$ cat src/rtl/fcd_pkg.sv
package fcd_pkg;

    localparam int CMP_AW = 11;
    localparam int CB     = 8;

    localparam logic [CMP_AW-1:0] UNL_A_ADDR = 11'h555;
    localparam logic [CMP_AW-1:0] UNL_B_ADDR = 11'h2AA;
    localparam logic [CB-1:0]     UNL_A_DATA = 8'hAA;
    localparam logic [CB-1:0]     UNL_B_DATA = 8'h55;

    localparam logic [CB-1:0] CMD_RESET = 8'hF0;
    localparam logic [CB-1:0] CMD_SIG   = 8'h90;
    localparam logic [CB-1:0] CMD_PROG  = 8'hA0;
    localparam logic [CB-1:0] CMD_ERASE = 8'h80;
    localparam logic [CB-1:0] CMD_CONF  = 8'h10;

    localparam logic [15:0] SIG_MFR = 16'h0020;
    localparam logic [15:0] SIG_DEV = 16'h00C1;

    typedef enum logic [1:0] {
        RM_ARRAY  = 2'b00,
        RM_SIG    = 2'b01,
        RM_STATUS = 2'b10
    } rd_mode_e;

    typedef enum logic [2:0] {
        SQ_IDLE,
        SQ_UNL1,
        SQ_UNL2,
        SQ_PROG,
        SQ_ERS3,
        SQ_ERS4,
        SQ_ERS5
    } seq_e;

    typedef struct packed {
        logic          unl_a;
        logic          unl_b;
        logic          cmd_addr;
        logic [CB-1:0] cmd;
    } wr_class_t;

    typedef struct packed {
        logic prog;
        logic erase;
        logic sig;
        logic rst;
    } pulse_t;

    function automatic logic [15:0] sig_code(input logic [1:0] sel);
        if (sel[1])
            return 16'h0000;
        return sel[0] ? SIG_DEV : SIG_MFR;
    endfunction

endpackage

$ cat src/rtl/fcd_classify.sv
module fcd_classify
    import fcd_pkg::*;
#(
    parameter int ADDR_W = 16,
    parameter int DATA_W = 16
) (
    input  logic [ADDR_W-1:0] addr,
    input  logic [DATA_W-1:0] data,
    output wr_class_t         cls
);

    logic [CMP_AW-1:0] a_lo;
    logic [CB-1:0]     d_lo;

    assign a_lo = addr[CMP_AW-1:0];
    assign d_lo = data[CB-1:0];

    always_comb begin
        cls.unl_a    = (a_lo == UNL_A_ADDR) && (d_lo == UNL_A_DATA);
        cls.unl_b    = (a_lo == UNL_B_ADDR) && (d_lo == UNL_B_DATA);
        cls.cmd_addr = (a_lo == UNL_A_ADDR);
        cls.cmd      = d_lo;
    end

endmodule

$ cat src/rtl/fcd_seq.sv
module fcd_seq
    import fcd_pkg::*;
#(
    parameter int ADDR_W = 16,
    parameter int DATA_W = 16
) (
    input  logic              clk,
    input  logic              rst,
    input  logic              wr_stb,
    input  logic [ADDR_W-1:0] wr_addr,
    input  logic [DATA_W-1:0] wr_data,
    input  wr_class_t         cls,
    input  logic              eng_busy,
    input  logic              eng_fail,
    output rd_mode_e          base_mode,
    output pulse_t            pulse_q,
    output logic [ADDR_W-1:0] prog_addr_q,
    output logic [DATA_W-1:0] prog_data_q
);

    seq_e     state_q, state_d;
    rd_mode_e mode_q, mode_d;
    pulse_t   pulse_d;
    logic     accept;

    assign accept = wr_stb && (!eng_busy || eng_fail);

    always_comb begin
        state_d = state_q;
        mode_d  = mode_q;
        pulse_d = '0;
        if (accept) begin
            state_d = SQ_IDLE;
            mode_d  = RM_ARRAY;
            unique case (state_q)
                SQ_IDLE: begin
                    if (cls.unl_a)
                        state_d = SQ_UNL1;
                    else if (cls.cmd == CMD_RESET)
                        pulse_d.rst = 1'b1;
                end
                SQ_UNL1: begin
                    if (cls.unl_b)
                        state_d = SQ_UNL2;
                end
                SQ_UNL2: begin
                    if (cls.cmd == CMD_RESET)
                        pulse_d.rst = 1'b1;
                    else if (cls.cmd_addr) begin
                        if (cls.cmd == CMD_SIG) begin
                            pulse_d.sig = 1'b1;
                            mode_d      = RM_SIG;
                        end else if (cls.cmd == CMD_PROG)
                            state_d = SQ_PROG;
                        else if (cls.cmd == CMD_ERASE)
                            state_d = SQ_ERS3;
                    end
                end
                SQ_PROG: pulse_d.prog = 1'b1;
                SQ_ERS3: begin
                    if (cls.unl_a)
                        state_d = SQ_ERS4;
                end
                SQ_ERS4: begin
                    if (cls.unl_b)
                        state_d = SQ_ERS5;
                end
                SQ_ERS5: begin
                    if (cls.cmd_addr && cls.cmd == CMD_CONF)
                        pulse_d.erase = 1'b1;
                end
                default: state_d = SQ_IDLE;
            endcase
        end
    end

    always_ff @(posedge clk) begin
        if (rst) begin
            state_q     <= SQ_IDLE;
            mode_q      <= RM_ARRAY;
            pulse_q     <= '0;
            prog_addr_q <= '0;
            prog_data_q <= '0;
        end else begin
            state_q <= state_d;
            mode_q  <= mode_d;
            pulse_q <= pulse_d;
            if (accept && state_q == SQ_PROG) begin
                prog_addr_q <= wr_addr;
                prog_data_q <= wr_data;
            end
        end
    end

    assign base_mode = mode_q;

    a_r1_single_pulse: assert property (@(posedge clk) disable iff (rst)
        $onehot0(pulse_q));

    a_r3_prog_needs_write: assert property (@(posedge clk) disable iff (rst)
        pulse_q.prog |-> $past(wr_stb));

    a_r4_erase_from_last_step: assert property (@(posedge clk) disable iff (rst)
        pulse_q.erase |-> $past(state_q == SQ_ERS5));

    a_r7_pulse_ends_sequence: assert property (@(posedge clk) disable iff (rst)
        (|pulse_q) |-> (state_q == SQ_IDLE));

    a_r8_busy_ignores_write: assert property (@(posedge clk) disable iff (rst)
        (wr_stb && eng_busy && !eng_fail) |=> (pulse_q == '0) && $stable(state_q));

endmodule

$ cat src/rtl/fcd_sig.sv
module fcd_sig
    import fcd_pkg::*;
#(
    parameter int DATA_W = 16
) (
    input  logic              sig_mode,
    input  logic [1:0]        rd_sel,
    output logic [DATA_W-1:0] word
);

    always_comb begin
        word = '0;
        if (sig_mode)
            word[15:0] = sig_code(rd_sel);
    end

endmodule

$ cat src/rtl/flash_cmd_decoder.sv
module flash_cmd_decoder
    import fcd_pkg::*;
#(
    parameter int ADDR_W = 16,
    parameter int DATA_W = 16
) (
    input  logic              clk,
    input  logic              rst,
    input  logic              wr_stb,
    input  logic [ADDR_W-1:0] wr_addr,
    input  logic [DATA_W-1:0] wr_data,
    input  logic              eng_busy,
    input  logic              eng_fail,
    input  logic [1:0]        rd_sel,
    output logic [1:0]        rd_mode,
    output logic [DATA_W-1:0] sig_word,
    output logic              prog_go,
    output logic [ADDR_W-1:0] prog_addr,
    output logic [DATA_W-1:0] prog_data,
    output logic              erase_go,
    output logic              sig_go,
    output logic              rst_go
);

    wr_class_t cls;
    rd_mode_e  base_mode;
    pulse_t    pulse;

    fcd_classify #(.ADDR_W(ADDR_W), .DATA_W(DATA_W)) u_cls (
        .addr (wr_addr),
        .data (wr_data),
        .cls  (cls)
    );

    fcd_seq #(.ADDR_W(ADDR_W), .DATA_W(DATA_W)) u_seq (
        .clk         (clk),
        .rst         (rst),
        .wr_stb      (wr_stb),
        .wr_addr     (wr_addr),
        .wr_data     (wr_data),
        .cls         (cls),
        .eng_busy    (eng_busy),
        .eng_fail    (eng_fail),
        .base_mode   (base_mode),
        .pulse_q     (pulse),
        .prog_addr_q (prog_addr),
        .prog_data_q (prog_data)
    );

    fcd_sig #(.DATA_W(DATA_W)) u_sig (
        .sig_mode (base_mode == RM_SIG && !eng_busy),
        .rd_sel   (rd_sel),
        .word     (sig_word)
    );

    assign rd_mode  = eng_busy ? RM_STATUS : base_mode;
    assign prog_go  = pulse.prog;
    assign erase_go = pulse.erase;
    assign sig_go   = pulse.sig;
    assign rst_go   = pulse.rst;

    a_r9_status_when_busy: assert property (@(posedge clk) disable iff (rst)
        eng_busy |-> (rd_mode == RM_STATUS));

    a_r5_sig_mode_after_pulse: assert property (@(posedge clk) disable iff (rst)
        (sig_go && !eng_busy) |-> (rd_mode == RM_SIG));

endmodule

$ cat config.mk
export PLATFORM = sky130hd
export DESIGN_NAME = flash_cmd_decoder
export DESIGN_NICKNAME = d
export VERILOG_FILES = /design/src/rtl/fcd_pkg.sv /design/src/rtl/fcd_classify.sv /design/src/rtl/fcd_seq.sv /design/src/rtl/fcd_sig.sv /design/src/rtl/flash_cmd_decoder.sv
export SDC_FILE = /design/constraint.sdc
export NUM_CORES = 1
export LEC_CHECK = 0
export ABC_AREA = 1
export BUFFER_PORTS_ARGS = -buffer_cell sky130_fd_sc_hd__buf_2
export CAP_MARGIN = 20
export CORE_MARGIN = 2
export CORE_UTILIZATION = 44
export CTS_CLUSTER_SIZE = 40
export DETAILED_ROUTE_END_ITERATION = 10
export PLACE_DENSITY = 0.88
export SYNTH_ARGS = -nofsm -noshare
export SYNTH_HDL_FRONTEND = slang
export SYNTH_SLANG_ARGS = --single-unit
$ cat constraint.sdc
create_clock -name clk -period 1.3 [get_ports clk]
set_input_delay 0 -clock clk [delete_from_list [all_inputs] [get_ports clk]]
set_output_delay 0 -clock clk [all_outputs]
set_load 0.01 [all_outputs]
### Word-level counts from Yosys, hierarchy flattened

Index checks and enable logic that the tools add are counted.

* word-level logic and storage cells: 67
* bits in latches: 0
* memory bits (read-only): 0
* memory bits (writable): 0
* register bits: 41
* memories kept: 0

* $mul: 0
* bitwise gates (word level): 4
* shift operators: 0
* add/subtract/negate cells: 0
* magnitude comparators: 0
* div/mod/pow operators: 0
* equal/unequal tests: 16
* reductions and logical operators: 12
* mux-type cells: 27

Operators with widths (number)
* $mux 16: 3
* $eq 8x8->1 const B: 5
* $mux 3: 7
* $pmux 3 s5: 1
* $eq 11x10->1 const B: 1
* $eq 11x11->1 const B: 1
* $mux 2: 5
* $eq 3x3->1 const B: 3
* $mux 1: 9
* $eq 8x5->1 const B: 1
* $eq 8x7->1 const B: 1
* $mux 8: 1
* $eq 3x2->1 const B: 2
* $logic_and 1x1->1: 6
* $reduce_or 5->1: 1
* $not 1->1: 4
* $eq 3x1->1 const B: 1
* $logic_not 3->1: 1
* $reduce_or 3->1: 1
* $eq 2x1->1 const B: 1
* $pmux 1 s2: 1
* $reduce_or 2->1: 1
* $logic_not 1->1: 1
* $logic_or 1x1->1: 1

### Logic depth before layout (Yosys ltp)

* depth after elaboration: 7
* depth in mapped cells: 10
* mapped depth without buffers: 10

### Hierarchy

From an unflattened synthesis, not the netlist that was laid out.

* cells, all modules: 282
* area total of the unflattened synthesis: 1939.4 µm²

Modules (own cells, without submodules)
* fcd_seq: cells an instance 205, seq. area each 800.8 µm², instances 1, area an instance 1549.0 µm²
* fcd_classify: cells an instance 51, seq. area each 0.0 µm², instances 1, area an instance 237.7 µm²
* fcd_sig: cells an instance 20, seq. area each 0.0 µm², instances 1, area an instance 127.6 µm²
* flash_cmd_decoder: cells an instance 6, seq. area each 0.0 µm², instances 1, area an instance 25.0 µm²

### Worst setup path after synthesis

OpenSTA, ideal clock, no wires.

* path type: reg2reg
* from: reg u_seq.state_q[0]
* to: reg u_seq.prog_addr_q[3]
* required time: 1.235 ns
* period minus slack after synthesis: 1.187 ns
* arrival time: 1.122 ns
* setup time: 0.065 ns
* buffers on the path: 2
* stages on the path, launching flop included: 9
* path slack: 0.113 ns
* cells stage by stage: dfxtp_1 -> inv_2 -> nor3_2 -> nand2_2 -> inv_2 -> buf_6 -> buf_6 -> nor2_1 -> nor2_1

* longest elaborated chain between the ends: 2

RTL lines
* start, declared: RTL line fcd_seq.sv:21 `seq_e state_q, state_d;`
* start signal, assigned: RTL line fcd_seq.sv:85 `state_q <= state_d;`
* $eq 3x2->1: RTL line fcd_seq.sv:88 `if (accept && state_q == SQ_PROG) begin`
* $logic_and 1x1->1: RTL line fcd_seq.sv:88
* end signal, assigned: RTL line fcd_seq.sv:89 `prog_addr_q <= wr_addr;`
* end, declared: RTL line fcd_seq.sv:17 `output logic [ADDR_W-1:0] prog_addr_q,`

Every way passes these cells.
A chain may end at the register's enable or synchronous reset.

### Worst setup path after layout

* from: in wr_addr[1]
* to: reg u_seq.state_q[0]

* longest elaborated chain between the ends: 4
* elaborated cells between the ends (all ways): 7
* classes of those cells: eq/ne (1); mux (5); reduce/logical (1)

RTL lines
* start, declared: RTL line flash_cmd_decoder.sv:10 `input logic [ADDR_W-1:0] wr_addr,`
* $eq 11x11->1 (*): RTL line fcd_classify.sv:19, fcd_classify.sv:21
* $mux 3 / $logic_and 1x1->1 (equally long branches): RTL line fcd_seq.sv:49, fcd_classify.sv:19
* $mux 3, or another cell as far along: RTL line fcd_seq.sv:47 `if (cls.cmd == CMD_RESET)`
* $pmux 3 s5 (*): RTL line fcd_seq.sv:35 `unique case (state_q)`

Every way passes the cells marked *; elsewhere a longest branch is shown, timed or not.

==> results.yml <==
status:
  run_status: "finished clean"
route:
  drt_iter0_markers: 92
  route.detailed.drc: 0
  drt_wl_total_um: 4830
  vias: 1957
  wire_per_inst_um: 11.9
  vias_per_cell: 4.81
  ant_nets: 0
  drt_pass1_iterations: 4
logic_synthesis:
  ys_seq_area_frac: 0.451
  avgSynthCellArea_um2: 7.15
  synth_cells: 248
  ys_warn_count: 0
  synthesis.area_um2: 1770
  ys_ff_latch: 40
  synth_cell_type_count: 20
timing:
  hold_viol_final: 0
  setup_viol: 0
  clock.fmax_mhz: 816
  period_needed_ns: 1.23
  finalCritPeriodShare: 0.942
  finalWorstSetupSlack_ns: 0.0750
  rsz0062_at_grt: "true"
  fin_worst_skew_ns: 0.00586
  drv_slew: 0
clock_network:
  clkSinkCount: 40
  cts_made_buffers: 5
  clockBufferDepth: 2
  clock_tree.root_cell: "clkbuf_8"
  clkLatencyLatePin_ns: 0.29
  tritoncts: "done"
  h-tree-depth: 2
  clkTransAtPathRegs_ns: 0.07
worst_setup_path:
  r2r-start: "u_seq.state_q[1]"
  cp.arrival_ns: 1.45
  cp_slowest_cell: "dlygate4sd3_1"
  crit_cells: 11
  critPathMaxFanout: 3
  worstReg2RegEnd: "u_seq.prog_data_q[12]"
  rr_worst_depth: 8
  worstPathCellList: "dlygate4sd3_1, buf_2, nor2_2, nand2_2, inv_2, nand2_2, nor2_4, nand3_1, nand2_1, nand2_1, a21oi_1"
  critPathLaunch: "wr_addr[1]"
  cp.required_ns: 1.52
  crit_path_max_incr_delay_ns: 0.53
  crit_type: "in2reg"
  cp-end-kind: "flop"
  endpoint: "u_seq.state_q[0]"
  cp-start-kind: "input port"
  reg2reg_slack_ns: 0.10
  path_buf_inv: 3
  path_delay_family: "buffers and inverters"
global_routing:
  grtUsageTotal: 0.220
  grt_antenna_before_repair: 0
  grt_pass1_vias: 1823
  grt_pass1_wl_um: 7530
  overflow: 0
  grt_max_degree: 21
die:
  die_area_um2: 4560
  ios: 93
  die_x_um: 67.5
  rows: 23
  initial_core_util: 0.450
  core_area_um2: 3940
  die_h_um: 67.5
final_layout:
  drive_above_1_share: 0.314
  area_delta_synth_final_pct: 46.2
  antenna_cells: 0
  stdcell_count: 407
  fin_nets: 395
placed_design:
  placed_cells: 375
  io_buffer_count: 80
  post-place-ws_ns: 0.0143
  dp_hpwl_um: 3360
  place.gp.congestion: 0.996
power:
  p_leak_nw: 1.25
  peakVddDrop_uv: 730
  finalPower_mw: 2.46
  p_per_area_nw_per_um2: 949
min_path:
  hold_depth: 3
  hold_class: "in2reg"
run:
  cap_violations: 0
[report_power, final]
| group | switching (mW) | internal (mW) | total (mW) |
|---|---|---|---|
| Clock | 0.427 | 0.568 | 0.995 |
| Combinational | 0.125 | 0.117 | 0.242 |
| Sequential | 0.00000552 | 1.22 | 1.22 |
| Total | 0.552 | 1.91 | 2.46 |
[kinds of logic after synthesis]
logic type      Yosys count  share of synthesized area
flops                    40                      0.451
other cells               1                    0.00211
simple gates            122                      0.290
buf+inv                  42                      0.134
compound gates           43                      0.123
[stage by stage]
step	hold slack [ns]	TNS, ns	area (µm²)	utilization
floorplan	0.0507	0	1820	-
global placement	0.203	0	2200	0.557
detailed placement	0.202	0	2200	0.557
CTS	0.00597	0	2550	0.647
global route	0.0291	-0.0783	2590	0.658
finish	0.0135	0	2590	0.658
[cell usage in the layout (no fill, tap or decap), types with 2 or more instances in the layout]
master	n
buf_4	9
nand2_1	20
a21oi_1	9
inv_2	2
clkbuf_8	5
conb_1	12
nand3_2	2
buf_2	79
o21ai_1	2
nand2_2	3
dlygate4sd3_1	24
nor2_2	2
nor3_1	3
dfxtp_1	39
inv_1	15
nand4_1	7
nor2_1	69
nand3_1	10
nor4_1	3
o21ai_0	31
[worst min path at each step]
stage,start,to
floorplan,rd_sel[0],sig_word[5]
global placement,eng_busy,rd_mode[1]
detailed placement,eng_busy,rd_mode[1]
CTS,wr_data[2],u_seq.prog_data_q[2]
global route,wr_addr[4],u_seq.prog_addr_q[4]
finish,wr_data[2],u_seq.prog_data_q[2]
[sequential cells by signal, indices dropped and copies added, names as in the netlist]
signal             count
u_seq.prog_addr_q     16
u_seq.pulse_q          4
u_seq.prog_data_q     16
u_seq.state_q          3
u_seq.base_mode        1
[layer usage]
| layer | global-route usage | vias up | share of wire |
|---|---|---|---|
| met5 | 0 | - | 0 |
| met4 | 0.0995 | 0 | 0.020 |
| met3 | 0.0550 | 11 | 0.058 |
| met2 | 0.408 | 69 | 0.52 |
| met1 | 0.231 | 885 | 0.40 |
| li1 | - | 992 | - |
[final cells by class]
class                           instances  area [µm²]
Inverter                               18        70.1
Fill cell                             339        1350
Clock buffer                            5        68.8
Timing Repair Buffer                  114         738
Multi-Input combinational cell        177         810
Clock inverter                          3        42.5
Sequential cell                        40         802
Tap cell                               50        62.6
[Yosys cell counts]
cell type / instances / area share
nand2_1: 22 / 0.047
nand4_1: 7 / 0.025
o21ai_0: 33 / 0.093
buf_2: 1 / 0.0028
o21a_1: 1 / 0.0042
clkbuf_1: 5 / 0.011
inv_1: 16 / 0.034
nand2_2: 1 / 0.0035
a21oi_1: 9 / 0.025
buf_4: 15 / 0.063
dfxtp_1: 40 / 0.45
nand3_1: 12 / 0.034
nor3_2: 1 / 0.0056
buf_6: 3 / 0.019
nor3_1: 3 / 0.0085
nor2_1: 72 / 0.15
conb_1: 1 / 0.0021
inv_2: 2 / 0.0042
nor3b_1: 1 / 0.0042
nor4_1: 3 / 0.011
[worst min-delay path, stage by stage]
cell     delay, ns
buf_2         0.11
o21ai_0       0.08
nor2_1        0.08
[timing repair]
| item | CTS | global route |
|---|---|---|
| setup endpoints to repair | 1 | 14 |
| hold buffers | 24 | 0 |
| setup buffers | 0 | 1 |
| hold endpoints to repair | 27 | 0 |
| resized for setup | 1 | 15 |
| pin swaps | 0 | 5 |
| gates cloned | 0 | 0 |
No activity file was read; power rests on OpenSTA's default activity.
